File: config.mk
export PLATFORM = sky130hd
export DESIGN_NAME = dp_collide_arb
export DESIGN_NICKNAME = d
export VERILOG_FILES = /design/src/rtl/dpc_pkg.sv /design/src/rtl/dpc_port_track.sv /design/src/rtl/dpc_owner_fsm.sv /design/src/rtl/dpc_we_gate.sv /design/src/rtl/dp_collide_arb.sv
export SDC_FILE = /design/constraint.sdc
export NUM_CORES = 1
export LEC_CHECK = 0
export BUFFER_PORTS_ARGS = -buffer_cell sky130_fd_sc_hd__buf_2
export CAP_MARGIN = 20
export CORE_AREA = 8 8 45 47
export CTS_CLUSTER_DIAMETER = 150
export CTS_CLUSTER_SIZE = 40
export DETAILED_ROUTE_END_ITERATION = 6
export DIE_AREA = 0 0 53 55
export PLACE_DENSITY = 0.62
export SYNTH_ARGS = -nofsm -noshare
export SYNTH_HDL_FRONTEND = slang
export SYNTH_SLANG_ARGS = --single-unit
File: constraint.sdc
create_clock -name clk -period 1.6 [get_ports clk]
set_clock_uncertainty 0.2 [all_clocks]
set_input_delay 0.32 -clock clk [delete_from_list [all_inputs] [get_ports clk]]
set_output_delay 0.32 -clock clk [all_outputs]
set_load 0.005 [all_outputs]
File: src/rtl/dpc_pkg.sv
package dpc_pkg;
  typedef enum logic [1:0] {
    OWN_NONE  = 2'd0,
    OWN_LEFT  = 2'd1,
    OWN_RIGHT = 2'd2
  } owner_e;
endpackage

File: src/rtl/dpc_port_track.sv
// Tracks whether a port's access is in progress and flags the edge it starts on.
module dpc_port_track (
  input  logic clk,
  input  logic rst_n,
  input  logic sel_n,
  output logic active_q,
  output logic start
);
  logic active_d;

  always_comb begin
    active_d = ~sel_n;
    start    = ~sel_n & ~active_q;
  end

  always_ff @(posedge clk or negedge rst_n) begin
    if (!rst_n) active_q <= 1'b0;
    else        active_q <= active_d;
  end
endmodule

File: src/rtl/dpc_owner_fsm.sv
// Keeps access age order and ownership of a contended location.
module dpc_owner_fsm
  import dpc_pkg::*;
(
  input  logic   clk,
  input  logic   rst_n,
  input  logic   collide,
  input  logic   l_start,
  input  logic   r_start,
  input  logic   l_active,
  input  logic   r_active,
  output owner_e own_q,
  output owner_e own_d
);
  logic left_elder_q, left_elder_d;

  // Age order: the earlier starter is elder; a same-edge start favours left.
  always_comb begin
    left_elder_d = left_elder_q;
    if (l_start && r_start)  left_elder_d = 1'b1;
    else if (l_start)        left_elder_d = ~r_active;
    else if (r_start)        left_elder_d = l_active;
  end

  always_comb begin
    if (!collide)               own_d = OWN_NONE;
    else if (own_q != OWN_NONE) own_d = own_q;
    else                        own_d = left_elder_d ? OWN_LEFT : OWN_RIGHT;
  end

  always_ff @(posedge clk or negedge rst_n) begin
    if (!rst_n) begin
      left_elder_q <= 1'b1;
      own_q        <= OWN_NONE;
    end else begin
      left_elder_q <= left_elder_d;
      own_q        <= own_d;
    end
  end
endmodule

File: src/rtl/dpc_we_gate.sv
// Suppresses a port's write strobe while it loses a collision.
module dpc_we_gate (
  input  logic sel_n,
  input  logic we_n,
  input  logic lose,
  output logic we_gated_n
);
  always_comb we_gated_n = we_n | sel_n | lose;
endmodule

File: src/rtl/dp_collide_arb.sv
module dp_collide_arb
  import dpc_pkg::*;
#(
  parameter int ADDR_W = 10
) (
  input  logic              clk,
  input  logic              rst_n,
  input  logic              l_sel_n,
  input  logic [ADDR_W-1:0] l_addr,
  input  logic              l_we_n,
  input  logic              r_sel_n,
  input  logic [ADDR_W-1:0] r_addr,
  input  logic              r_we_n,
  output logic              l_busy_n,
  output logic              r_busy_n,
  output logic              l_we_gated_n,
  output logic              r_we_gated_n
);
  localparam int NPORT = 2;

  logic [NPORT-1:0] sel_n_v, active_v, start_v, we_n_v, lose_v, gated_v;
  logic             collide;
  owner_e           own_q, own_d;

  assign sel_n_v = {r_sel_n, l_sel_n};
  assign we_n_v  = {r_we_n, l_we_n};
  assign collide = ~l_sel_n & ~r_sel_n & (l_addr == r_addr);

  // Port 0 is left, port 1 is right.
  assign lose_v = {own_d == OWN_LEFT, own_d == OWN_RIGHT};

  for (genvar p = 0; p < NPORT; p++) begin : g_port
    dpc_port_track u_track (
      .clk      (clk),
      .rst_n    (rst_n),
      .sel_n    (sel_n_v[p]),
      .active_q (active_v[p]),
      .start    (start_v[p])
    );
    dpc_we_gate u_gate (
      .sel_n      (sel_n_v[p]),
      .we_n       (we_n_v[p]),
      .lose       (lose_v[p]),
      .we_gated_n (gated_v[p])
    );
  end

  dpc_owner_fsm u_owner (
    .clk      (clk),
    .rst_n    (rst_n),
    .collide  (collide),
    .l_start  (start_v[0]),
    .r_start  (start_v[1]),
    .l_active (active_v[0]),
    .r_active (active_v[1]),
    .own_q    (own_q),
    .own_d    (own_d)
  );

  assign l_busy_n     = (own_q != OWN_RIGHT);
  assign r_busy_n     = (own_q != OWN_LEFT);
  assign l_we_gated_n = gated_v[0];
  assign r_we_gated_n = gated_v[1];
endmodule

== After elaboration in Yosys (flattened, before gate mapping) ==
Index checks and enable logic that the tools add are counted.

* Flip-flop bits (word level): 5
* Input port bits: 26
* Logic and storage cells: 29

* Equal/unequal tests: 5
* Muxes and demuxes: 6
* Bitwise operators: 12
* Reductions and logical operators: 2

{| class="wikitable"
|+ Operator list
! cell !! number
|-
| 10-bit equality test || 1
|-
| 2-bit two-way mux || 3
|-
| 1-bit bitwise AND || 4
|-
| 1-bit inverter || 4
|-
| 1-bit OR || 4
|-
| 1-bit two-way mux || 3
|-
| 2-bit by 1-bit equality test with 1-bit output (second input constant) || 1
|-
| 2-bit equality test (second input constant) || 1
|-
| 2-bit by 1-bit inequality test with 1-bit output (second input constant) || 1
|-
| 2-bit inequality test (second input constant) || 1
|-
| 2-bit nonzero test || 1
|-
| 1-bit logical AND || 1
|}

== Longest topological paths before layout ==
Gate-level depths: netlist of the first run.

* Word-level depth: 10
* Gate-level depth with buffers: 4
* Mapped depth without buffers: 4

== Modules after synthesis ==
Synthesis of the first run repeated with hierarchy kept, for this count alone.

* Cell total of the unflattened synthesis: 41
* Area, all modules: 374.1 sq um

{| class="wikitable"
|+ Modules (own cells, without submodules)
! module !! instances !! cells an instance !! area an instance (sq um) !! sequential area each (sq um)
|-
| dpc_owner_fsm || 1 || 14 || 152.6 || 76.3
|-
| dp_collide_arb || 1 || 19 || 143.9 || 0.0
|-
| dpc_port_track || 2 || 3 || 32.5 || 25.0
|-
| dpc_we_gate || 2 || 1 || 6.3 || 0.0
|}

== Worst setup path before layout of the first run ==
No wires, ideal clock.

* Kind: register to output
* Start point: register g_port[0].u_track.active_q
* End point: output port l_we_gated_n
* Data arrival time: 1,211 ps
* Slack: -131 ps
* Cell stages (with the launch flop): 5
* Path buffers: 0
* Cell sequence: dfrtp_1 > mux2_4 > o22ai_2 > a21oi_2 > a211o_1

* Cells in the longest elaborated chain, start to end: 9
* Elaborated cells on any way between the ends: 11

{| class="wikitable"
|+ RTL lines
! element !! RTL line !! text
|-
| from (decl) || dpc_port_track.sv:6 || <nowiki>output logic active_q,</nowiki>
|-
| from (signal assigned) || dpc_port_track.sv:18 || <nowiki>else active_q <= active_d;</nowiki>
|-
| 1-bit inverter || dpc_port_track.sv:13 || <nowiki>start = ~sel_n & ~active_q;</nowiki>
|-
| 1-bit bitwise AND || dpc_port_track.sv:13 ||
|-
| 1-bit two-way mux / 1-bit logical AND (equally long branches) || dpc_owner_fsm.sv:21, dpc_owner_fsm.sv:20 ||
|-
| 1-bit two-way mux (*) || dpc_owner_fsm.sv:20 || <nowiki>if (l_start && r_start) left_elder_d = 1'b1;</nowiki>
|-
| net u_owner.left_elder_d || dpc_owner_fsm.sv:15 || <nowiki>logic left_elder_q, left_elder_d;</nowiki>
|-
| 2-bit two-way mux (*) || dpc_owner_fsm.sv:28 || <nowiki>else own_d = left_elder_d ? OWN_LEFT : OWN_RIGHT;</nowiki>
|-
| 2-bit two-way mux (*) || dpc_owner_fsm.sv:27 || <nowiki>else if (own_q != OWN_NONE) own_d = own_q;</nowiki>
|-
| 2-bit two-way mux (*) || dpc_owner_fsm.sv:26 || <nowiki>if (!collide) own_d = OWN_NONE;</nowiki>
|-
| 2-bit equality test (*) || dp_collide_arb.sv:30 || <nowiki>assign lose_v = {own_d == OWN_LEFT, own_d == OWN_RIGHT};</nowiki>
|-
| 1-bit OR (*) || dpc_we_gate.sv:8 || <nowiki>always_comb we_gated_n = we_n | sel_n | lose;</nowiki>
|-
| to (decl) || dp_collide_arb.sv:16 || <nowiki>output logic l_we_gated_n,</nowiki>
|}

The timed path passes the listed nets; every way through them passes the cells marked *.

== Worst setup path in the final report of the first run ==
Same ends and word-level chain as after synthesis.

==> metrics.txt, run 1 <==
largest area contributor in the netlist dfrtp_1; Initial Utilization roughly a quarter; Iter 0 DRT Violations 1; core area 0.00138 mm²; layout cell share with drive strength beyond 1 60.0%; CP Cell Sequence mux2_4 -> o22ai_4 -> a21oi_2 -> a211o_1 -> buf_2; GRT overflow 0; Non-Filler Instances 96; layout net count between 100 and 150; FF+latch count, synth 5; max incr delay on CP ~0.4 ns; CP endpoint l_we_gated_n; die area approximately 0.003 mm²; CP Class flip-flop to output pin; Top delay family on crit path compound AO/OA/AOI/OAI gates; pre-CTS WS -0.353 ns; Reg2Reg Capture Point u_owner.own_q[1]; register-to-register setup slack approximately 0.07 ns; Mapped Nets 63; initial antenna violation count 0; post-synthesis sequential area ratio 35.7%; PortBufs 29; vias in the first global route about 460; Clock Latency Late Sink 0.24 ns; Post-Syn Area roughly 350 µm²; CTS H-tree lvls 1; first-pass GRT wire length 1760 µm; crit-path max FO 3; total clock sinks 5; total track usage ~8.4%; final setup fails 2; largest cells by area after synthesis dfrtp_1 28%, xnor2_1 25%, dfstp_2 7.4%; Arrival @ worst endpoint ~1.6 ns; Root Buffer clkbuf_4; Synth Area in XOR/XNOR roughly a quarter; largest family of logic cells by synthesized area XOR/XNOR gates; total CTS buffers 3; TritonCTS clock tree yes; failing checks setup timing; Synth warnings 0; Total Wirelength 1020 µm; total design power 403 µW; WL/cell 10.6 µm; Hold Fails Final Rpt 0; relative slew slack just under 80%; Simple-Gate Fraction of Synth Area roughly 17%; hold slack around 0.098 ns; Area after DPL between 500 and 600 µm²; Clock Path Buffers 2; PwrDens around 630 mW/mm²; post-synth cell types 18; Max rail drop VDD ~0.00017 V; HP Class primary input to flip-flop; via count about 400; RSZ-0062 raised after global routing true; Fmax between 400 and 500 MHz; multiplexer share of the synthesized area 4.24%; Post-route DRC 0; max cap viols 0; count of pins over their slew limit 0; Detail Placement HPWL between 800 and 900 µm; measured slew at the worst slew-check pin roughly 0.33 ns; Mapped Cells 37; synthesized area per cell roughly 9.6 µm²; Non-Filler Cell Area, Final 638 µm²; largest net degree at the start of global routing 6; clk slew on worst S/H paths 0.04 ns; Leak 0.000301 µW; Die Wd between 50 and 60 µm; routability cong. 0.739; total iterations of the first detailed-routing run 3; worst path required time ~1.1 ns; # IOs 30; Antenna Nets Post-Route 0; Final min period between 2 and 2.5 ns; setup ws final -0.483 ns; Crit. End Element output pin; status complete, but fails checks; Reg2Reg Depth 5; critical path depth in cells 5; Placed Cells between 90 and 100; Placement Rows 14; adder-cell share of the synthesized area 0%; top-area cell type share of the netlist area 28.3%; Via-to-Cell Ratio roughly 4.3; slowest CP cell dfrtp_1; Worst R2R Start g_port[0].u_track.active_q; Die Y roughly 55 µm; Setup crit start kind flip-flop; antenna cells 0; post-synthesis compound-gate area fraction around 16%; Area Growth Syn to Fin 80.2%; WP buf/inv 1; CP startpoint g_port[0].u_track.active_q; period utilization 130%
[per-layer routing]
metal | up-vias | global-route usage [%] | share of wire [%]
met5 | - | 0 | 0
met4 | 0 | 9.05 | 0.88
met1 | 173 | 8.27 | 43
met2 | 22 | 12.5 | 45
met3 | 2 | 4.01 | 11
li1 | 211 | - | -
[area by class of cell]
type                    count  area [µm²]
clock buffers               4        26.3
fillers                   147         746
inverters                   3        11.3
multi-input cells          29         231
flip-flops and latches      5         126
well taps                  16        20.0
repair buffers             39         223
[cells in the final DEF (no fill, tap or decap)]
cell type | synthesis | routed
xnor2_1 | 10 | 10
nand4_1 | 2 | 2
o21ai_0 | 1 | 1
nand2_1 | 1 | 1
nor3_1 | 2 | 2
inv_1 | 3 | 3
dfstp_2 | 1 | 1
buf_4 | 0 | 9
dlygate4sd3_1 | 0 | 1
nand3_1 | 1 | 1
or3_4 | 0 | 1
nor2_1 | 4 | 3
a211o_1 | 1 | 1
o22ai_4 | 0 | 1
a21oi_2 | 1 | 1
o31ai_2 | 1 | 1
dfrtp_1 | 4 | 4
mux2_4 | 1 | 1
clkbuf_1 | 0 | 1
nor2_2 | 0 | 1
clkbuf_4 | 0 | 3
o21a_1 | 1 | 1
buf_2 | 0 | 29
nand2b_1 | 1 | 1
[power breakdown]
part	internal, µW	switching (µW)
clock network	93.9	46.5
logic	76.9	48.0
registers	135	2.53
[through the flow]
stage,utilization (%),setup TNS [ns]
after CTS,45.8,-0.988
after global routing,46.1,-1.08
final,46.1,-0.868
after detailed placement,42.9,-0.686
after floorplan,-,-0.116
after global placement,42.9,-0.679
[logic make-up after synthesis]
| kind of cell | Yosys count |
|---|---|
| mux | 1 |
| xor+xnor | 10 |
| compound gates | 6 |
| simple gates | 12 |
| flops | 5 |
| buf+inv | 3 |
[repair_timing]
action / in CTS / in global routing
resized for setup: 1 / 1
hold buffers: 1 / 0
pin swaps: 2 / 2
endpoints found under the hold margin: 5 / 0
endpoints found under the setup margin: 2 / 3
setup buffers: 1 / 1
[how the worst min path moves through the flow]
stage,startpoint,to,slack [ns],cells after the start
finish,r_sel_n,g_port[1].u_track.active_q,0.1,2
global placement,rst_n,u_owner.own_q[1],-0.06,1
CTS,r_sel_n,g_port[1].u_track.active_q,0.09,2
detailed placement,rst_n,u_owner.own_q[1],-0.06,1
global route,r_sel_n,g_port[1].u_track.active_q,0.10,2
floorplan,rst_n,g_port[0].u_track.active_q,-0.18,0
[Yosys cell counts]
| cell | count |
|---|---|
| xnor2_1 | 10 |
| dfrtp_1 | 4 |
| nor2_1 | 4 |
| inv_1 | 3 |
| nand4_1 | 2 |
| nor3_1 | 2 |
| a211o_1 | 1 |
| a21oi_2 | 1 |
| dfstp_2 | 1 |
| mux2_4 | 1 |
| nand2_1 | 1 |
| nand2b_1 | 1 |
| nand3_1 | 1 |
| o21a_1 | 1 |
| o21ai_0 | 1 |
| o22ai_2 | 1 |
| o31ai_2 | 1 |
| or3_1 | 1 |
[worst reg2reg max path: cells and delay by family, from the launching register on]
kind | cells | cell delay, ns
buf+inv | 1 | 0.13
compound gates | 2 | 0.32
simple gates | 1 | 0.07
mux | 1 | 0.32
flops | 1 | 0.39
[state kept, by name, indices dropped and copies added, names as in the netlist]
register	cells
u_owner.left_elder_q	1
g_port.u_track.active_q	2
u_owner.own_q	2
No activity file was read; power rests on OpenSTA's default activity.
==> run 2, diff against run 1 <==
--- a/config.mk
+++ b/config.mk
@@ -12,7 +12,7 @@
 export CTS_CLUSTER_SIZE = 40
 export DETAILED_ROUTE_END_ITERATION = 6
 export DIE_AREA = 0 0 53 55
-export PLACE_DENSITY = 0.62
+export PLACE_DENSITY = 0.69
 export SYNTH_ARGS = -nofsm -noshare
 export SYNTH_HDL_FRONTEND = slang
 export SYNTH_SLANG_ARGS = --single-unit
==> run 2 against run 1 <==
Effect of this change:
- the run still ends with setup timing left
- cell area fell by 4.3%
- sequential share of layout area rose by 0.89 points
- fmax fell by 0.39%
- combinational power fell by 7%
- count of clock-buffer cells in the layout did not move
- die area did not move
- sequential power barely moved
- highest routed layer unchanged
- non-clock buffer count fell by 3
- register-to-register slack barely moved
- via count fell by 1.7%
- global-route usage fell by 0.98 points
==> metrics.txt, run 2 (synthesized netlist as in run 1, its figures left out) <==
total clock sinks 5; relative slew slack 78.3%; PwrDens between 600 and 700 mW/mm²; Setup crit start kind flip-flop; Fillers 142; Post-route DRC 0; Iter 0 DRT Violations 2; Via-to-Cell Ratio between 4 and 5; Final min period 2.09 ns; biggest regs g_port.u_track.active_q: 2 flops, u_owner.own_q: 2 flops, u_owner.left_elder_q: 1 flops; die area 0.00292 mm²; measured slew at the worst slew-check pin ~0.32 ns; layout cell share with drive strength beyond 1 57.1%; Hold Fails Final Rpt 0; antenna cells 0; TritonCTS clock tree yes; Clock Latency Late Sink between 0.2 and 0.25 ns; Total Wirelength roughly 960 µm; largest net degree at the start of global routing 6; hold_sp r_sel_n; Root Buffer clkbuf_4; leading cell type in the layout, fill and taps excluded buf_2; clk slew on worst S/H paths around 0.040 ns; Detail Placement HPWL between 900 and 1000 µm; clock share of power ~36%; part of the power in combinational logic ~30%; final setup fails 2; Power Internal around 300 µW; CTS H-tree lvls 1; PortBufs 29; failing checks setup timing; WL/cell between 10 and 15 µm; Psw 96.7 µW; Placement Rows 14; status complete, but fails checks; crit-path max FO 3; Max rail drop VDD 0.000239 V; Leak 0.000285 µW; Worst R2R Start g_port[0].u_track.active_q; CP Class flip-flop to output pin; Sw Ratio about a quarter; # IOs 30; Setup Fix Bufs, Post-CTS 0; period utilization 131%; via count 401; setup ws final -0.491 ns; Crit. End Element output pin; routability cong. about 0.73; core area between 0.001 and 0.0015 mm²; most frequent cells in the layout 29 x buf_2, 10 x xnor2_1, 6 x buf_4; initial antenna violation count 0; vias in the first global route between 400 and 500; Initial Utilization approximately a quarter; GRT overflow 0; Fmax between 400 and 500 MHz; worst path required time 1.08 ns; CP startpoint g_port[0].u_track.active_q; layout net count between 100 and 150; first-pass GRT wire length about 1600 µm; Antenna Nets Post-Route 0; max cap viols 0; total track usage 7.46%; Area Growth Syn to Fin 72.4%; HP Class primary input to flip-flop; total iterations of the first detailed-routing run 4; sequential share of power 34.8%; Arrival @ worst endpoint 1.57 ns; count of pins over their slew limit 0; Die Wd approximately 53 µm; Clock Path Buffers 2; total CTS buffers 3; RSZ-0062 raised after global routing true; hold slack roughly 0.085 ns; Die Y around 55 µm; total design power 398 µW
[run 2: final timing paths]
| check | slack, ns | end | cells past startpoint |
|---|---|---|---|
| hold / removal | 0.09 | g_port[1].u_track.active_q | 2 |
| min in group asynchronous | 0.21 | g_port[0].u_track.active_q | 2 |
| hold reg to reg | 0.36 | u_owner.own_q[1] | 1 |
| setup reg to reg | 0.06 | u_owner.own_q[1] | 5 |
| setup / recovery | -0.49 | l_we_gated_n | 5 |
| max in group asynchronous | 0.78 | u_owner.left_elder_q | 2 |
[run 2: routing by layer]
layer  routed length (µm)  global-route usage [%]  vias up
li1                     -                       -      206
met1                  429                    7.22      166
met2                  374                    11.9       27
met3                  128                    4.28        2
met4                   23                    5.17        0
met5                    0                       0        -
[run 2: worst max-delay path: stages (launching register included)]
cell,delay (ns)
dfrtp_1,0.40
mux2_4,0.32
o22ai_4,0.15
a21oi_2,0.09
a211o_1,0.25
buf_2,0.13
[run 2: final cells by class]
type / count / area (µm²) / share of cell area [%]
clock buffer: 4 / 26.3 / 4.30
inverter: 3 / 11.3 / 1.84
multi-input combinational: 29 / 226 / 37.1
sequential: 5 / 126 / 20.7
tap: 16 / 20.0 / 3.28
timing repair buffer: 36 / 200 / 32.8
[run 2: power groups by stage]
stage                     logic [µW]  clock network [µW]  registers (µW)
after floorplan                 52.0                   0             140
after global placement           115                   0             139
final                            116                 143             138
after detailed placement         118                   0             140
after CTS                        117                 150             138
after global routing             128                 161             138
[run 2: timing repair]
item / CTS / global route
gates resized for setup: 1 / 1
setup endpoints to repair: 2 / 3
hold buffers: 1 / 0
endpoints found under the hold margin: 5 / 0
pin swaps: 2 / 2
[run 2: metrics by stage]
| step | TNS [ns] | cells | instance area (µm²) | setup WS, ns | util [%] |
|---|---|---|---|---|---|
| 6_report | -0.912 | 93 | 611 | -0.491 | 44.1 |
| 5_1_grt | -1.10 | 93 | 611 | -0.566 | 44.1 |
| 4_1_cts | -0.972 | 93 | 608 | -0.493 | 43.9 |
| 3_5_place_dp | -0.683 | 89 | 579 | -0.368 | 41.9 |
| 3_3_place_gp | -0.590 | 89 | 579 | -0.337 | 41.9 |
| 2_1_floorplan | -0.116 | 37 | 362 | -0.0582 | - |
==> run 3, diff against run 2 <==
--- a/config.mk
+++ b/config.mk
@@ -5,6 +5,7 @@
 export SDC_FILE = /design/constraint.sdc
 export NUM_CORES = 1
 export LEC_CHECK = 0
+export ABC_AREA = 1
 export BUFFER_PORTS_ARGS = -buffer_cell sky130_fd_sc_hd__buf_2
 export CAP_MARGIN = 20
 export CORE_AREA = 8 8 45 47
@@ -12,7 +13,7 @@
 export CTS_CLUSTER_SIZE = 40
 export DETAILED_ROUTE_END_ITERATION = 6
 export DIE_AREA = 0 0 53 55
-export PLACE_DENSITY = 0.69
+export PLACE_DENSITY = 0.77
 export SYNTH_ARGS = -nofsm -noshare
 export SYNTH_HDL_FRONTEND = slang
 export SYNTH_SLANG_ARGS = --single-unit
==> run 3 against run 2 <==
Effect of this change:
- the run still ends with setup timing left
- non-clock buffer count rose by 3
- sequential share of layout area fell by 3.7 points
- worst setup slack improved by 0.16 ns
- count of clock-buffer cells in the layout did not move
- cell area rose by 22%
- cell count rose by 45%
- core utilization rose by 9.5 points
- synthesized cell count rose by 110%
- routed wire length rose by 38%
- critical endpoint is now r_we_gated_n
- highest routed layer unchanged
==> metrics.txt, run 3 <==
layout cell share with drive strength beyond 1 a little under half; Die Y between 50 and 60 µm; measured slew at the worst slew-check pin roughly 0.2 ns; synthesized area per cell approximately 5.8 µm²; hold_sp l_sel_n; total iterations of the first detailed-routing run 4; HP Class primary input to flip-flop; total clock sinks 5; Setup crit start kind flip-flop; Clock Path Buffers 2; Leak approximately 0.00044 µW; max cap viols 0; Post-Syn Area between 400 and 500 µm²; Die Wd approximately 53 µm; Placement Rows 14; count of pins over their slew limit 0; die area 0.00292 mm²; Antenna Nets Post-Route 0; leading cell type in the layout, fill and taps excluded buf_2; Worst R2R Start u_owner.left_elder_q; Clock Latency Late Sink ~0.24 ns; clk slew on worst S/H paths approximately 0.04 ns; PortBufs 29; Synth warnings 0; Initial Utilization about a third; pre-CTS WS -0.136 ns; initial antenna violation count 0; core area roughly 0.0014 mm²; Mapped Nets between 100 and 150; # IOs 30; Root Buffer clkbuf_4; ys flop type dfrtp_1; period utilization 121%; final setup fails 3; TritonCTS clock tree yes; status complete, but fails checks; layout net count about 150; biggest regs g_port.u_track.active_q: 2 flops, u_owner.own_q: 2 flops, u_owner.left_elder_q: 1 flops; Post-synth EDFFs 0; Arrival @ worst endpoint between 1 and 1.5 ns; most frequent cells in the layout 29 x buf_2, 24 x nand2_1, 14 x inv_1; Hold Fails Final Rpt 0; count leader, synth nand2_1; CTS H-tree lvls 1; Detail Placement HPWL between 1000 and 1500 µm; register-to-register setup slack -0.04 ns; Mapped Cells 76; largest net degree at the start of global routing 6; Crit. End Element output pin; vias in the first global route between 500 and 600; CP Class flip-flop to output pin; via count ~570; hold slack ~0.07 ns; Total Wirelength between 1000 and 1500 µm; Worst Hold End g_port[0].u_track.active_q; WL/cell roughly 10 µm; Async SR Flop Fraction 100%; routability cong. between 0.7 and 0.8; top post-synthesis cells by count 28 x nand2_1, 14 x inv_1, 8 x nor2_1; Via-to-Cell Ratio 4.25; FF+latch count, synth 5; largest area contributor in the netlist nand2_1; failing checks setup timing; post-synth cell types 16; Max rail drop VDD 0.000214 V; GRT overflow 0; Reg2Reg Depth 8; WHS Path Cells 2; total track usage under 10%; total CTS buffers 3; worst path required time approximately 1.1 ns; PwrDens around 600 mW/mm²; Fmax around 520 MHz; relative slew slack between 80% and 90%; Iter 0 DRT Violations 2; Post-route DRC 0; Final min period a little under 2 ns; top-area cell type share of the netlist area a little under a quarter; largest cells by area after synthesis nand2_1 24%, dfrtp_1 23%, inv_1 12%; Area Growth Syn to Fin 68.0%; first-pass GRT wire length around 2000 µm; setup ws final -0.334 ns; post-synthesis sequential area ratio between 20% and 30%; crit-path max FO 4; RSZ-0062 raised after global routing true; antenna cells 0; Reg2Reg Capture Point u_owner.own_q[0]
[run 3: logic make-up (layout without fill, tap and decap cells)]
| kind of cell | after synthesis | count (layout) | synth area share [%] |
|---|---|---|---|
| AND/OR/NAND/NOR | 47 | 47 | 45.3 |
| buffers and inverters | 18 | 61 | 15.3 |
| XOR/XNOR | 4 | 4 | 7.93 |
| AO/OA/AOI/OAI | 2 | 2 | 2.83 |
| flip-flops | 5 | 5 | 28.6 |
[run 3: worst max-delay path by stage]
stage / startpoint / slack, ns / end
6_report: u_owner.left_elder_q / -0.33 / r_we_gated_n
5_1_grt: u_owner.left_elder_q / -0.43 / r_we_gated_n
4_1_cts: u_owner.left_elder_q / -0.33 / r_we_gated_n
3_5_place_dp: r_sel_n / -0.14 / l_we_gated_n
3_3_place_gp: l_sel_n / -0.12 / r_we_gated_n
2_1_floorplan: u_owner.left_elder_q / 0.06 / r_we_gated_n
[run 3: what timing repair did]
action | 4_1_cts | 5_1_grt
hold buffers | 1 | 0
gates resized for setup | 4 | 5
buffers inserted | 2 | 1
hold endpoints to repair | 5 | 0
endpoints found under the setup margin | 2 | 3
pin swaps | 2 | 3
[run 3: power breakdown]
part | internal [µW] | switching (µW)
Combinational | 82.4 | 69.2
Clock | 94.2 | 50.3
Sequential | 135 | 1.69
Total | 312 | 121
[run 3: through the flow]
| step | cell area (µm²) | cells | setup TNS [ns] | total power (µW) | utilization [%] |
|---|---|---|---|---|---|
| 2_1_floorplan | 442 | 76 | 0 | 192 | - |
| 3_3_place_gp | 652 | 127 | -0.234 | 258 | 47.1 |
| 3_5_place_dp | 652 | 127 | -0.270 | 262 | 47.1 |
| 4_1_cts | 713 | 134 | -0.610 | 428 | 51.5 |
| 5_1_grt | 742 | 135 | -0.926 | 469 | 53.6 |
| 6_report | 742 | 135 | -0.665 | 433 | 53.6 |
[run 3: cell type report]
type / count / area, µm²
clock buffer: 4 / 26.3
fill: 147 / 642
inverter: 18 / 67.6
multi-input combinational: 53 / 279
sequential: 5 / 126
tap: 16 / 20.0
timing repair buffer: 39 / 223
[run 3: routing by layer]
metal / vias up / track usage (%) / wire, µm
met5: - / 0 / 0
met4: 0 / 7.76 / 35
met3: 5 / 2.41 / 113
met2: 21 / 18.4 / 713
met1: 242 / 7.48 / 460
li1: 306 / - / -
[run 3: critical path, cell delays in order, from the launching register on]
cell and delay (ns):
dfstp_2 0.50, o21bai_1 0.09, nand3b_1 0.11, nand2_2 0.10, nand2_4 0.07, nand2_4 0.07, nand3_2 0.07, nand2_1 0.05
buf_2 0.10
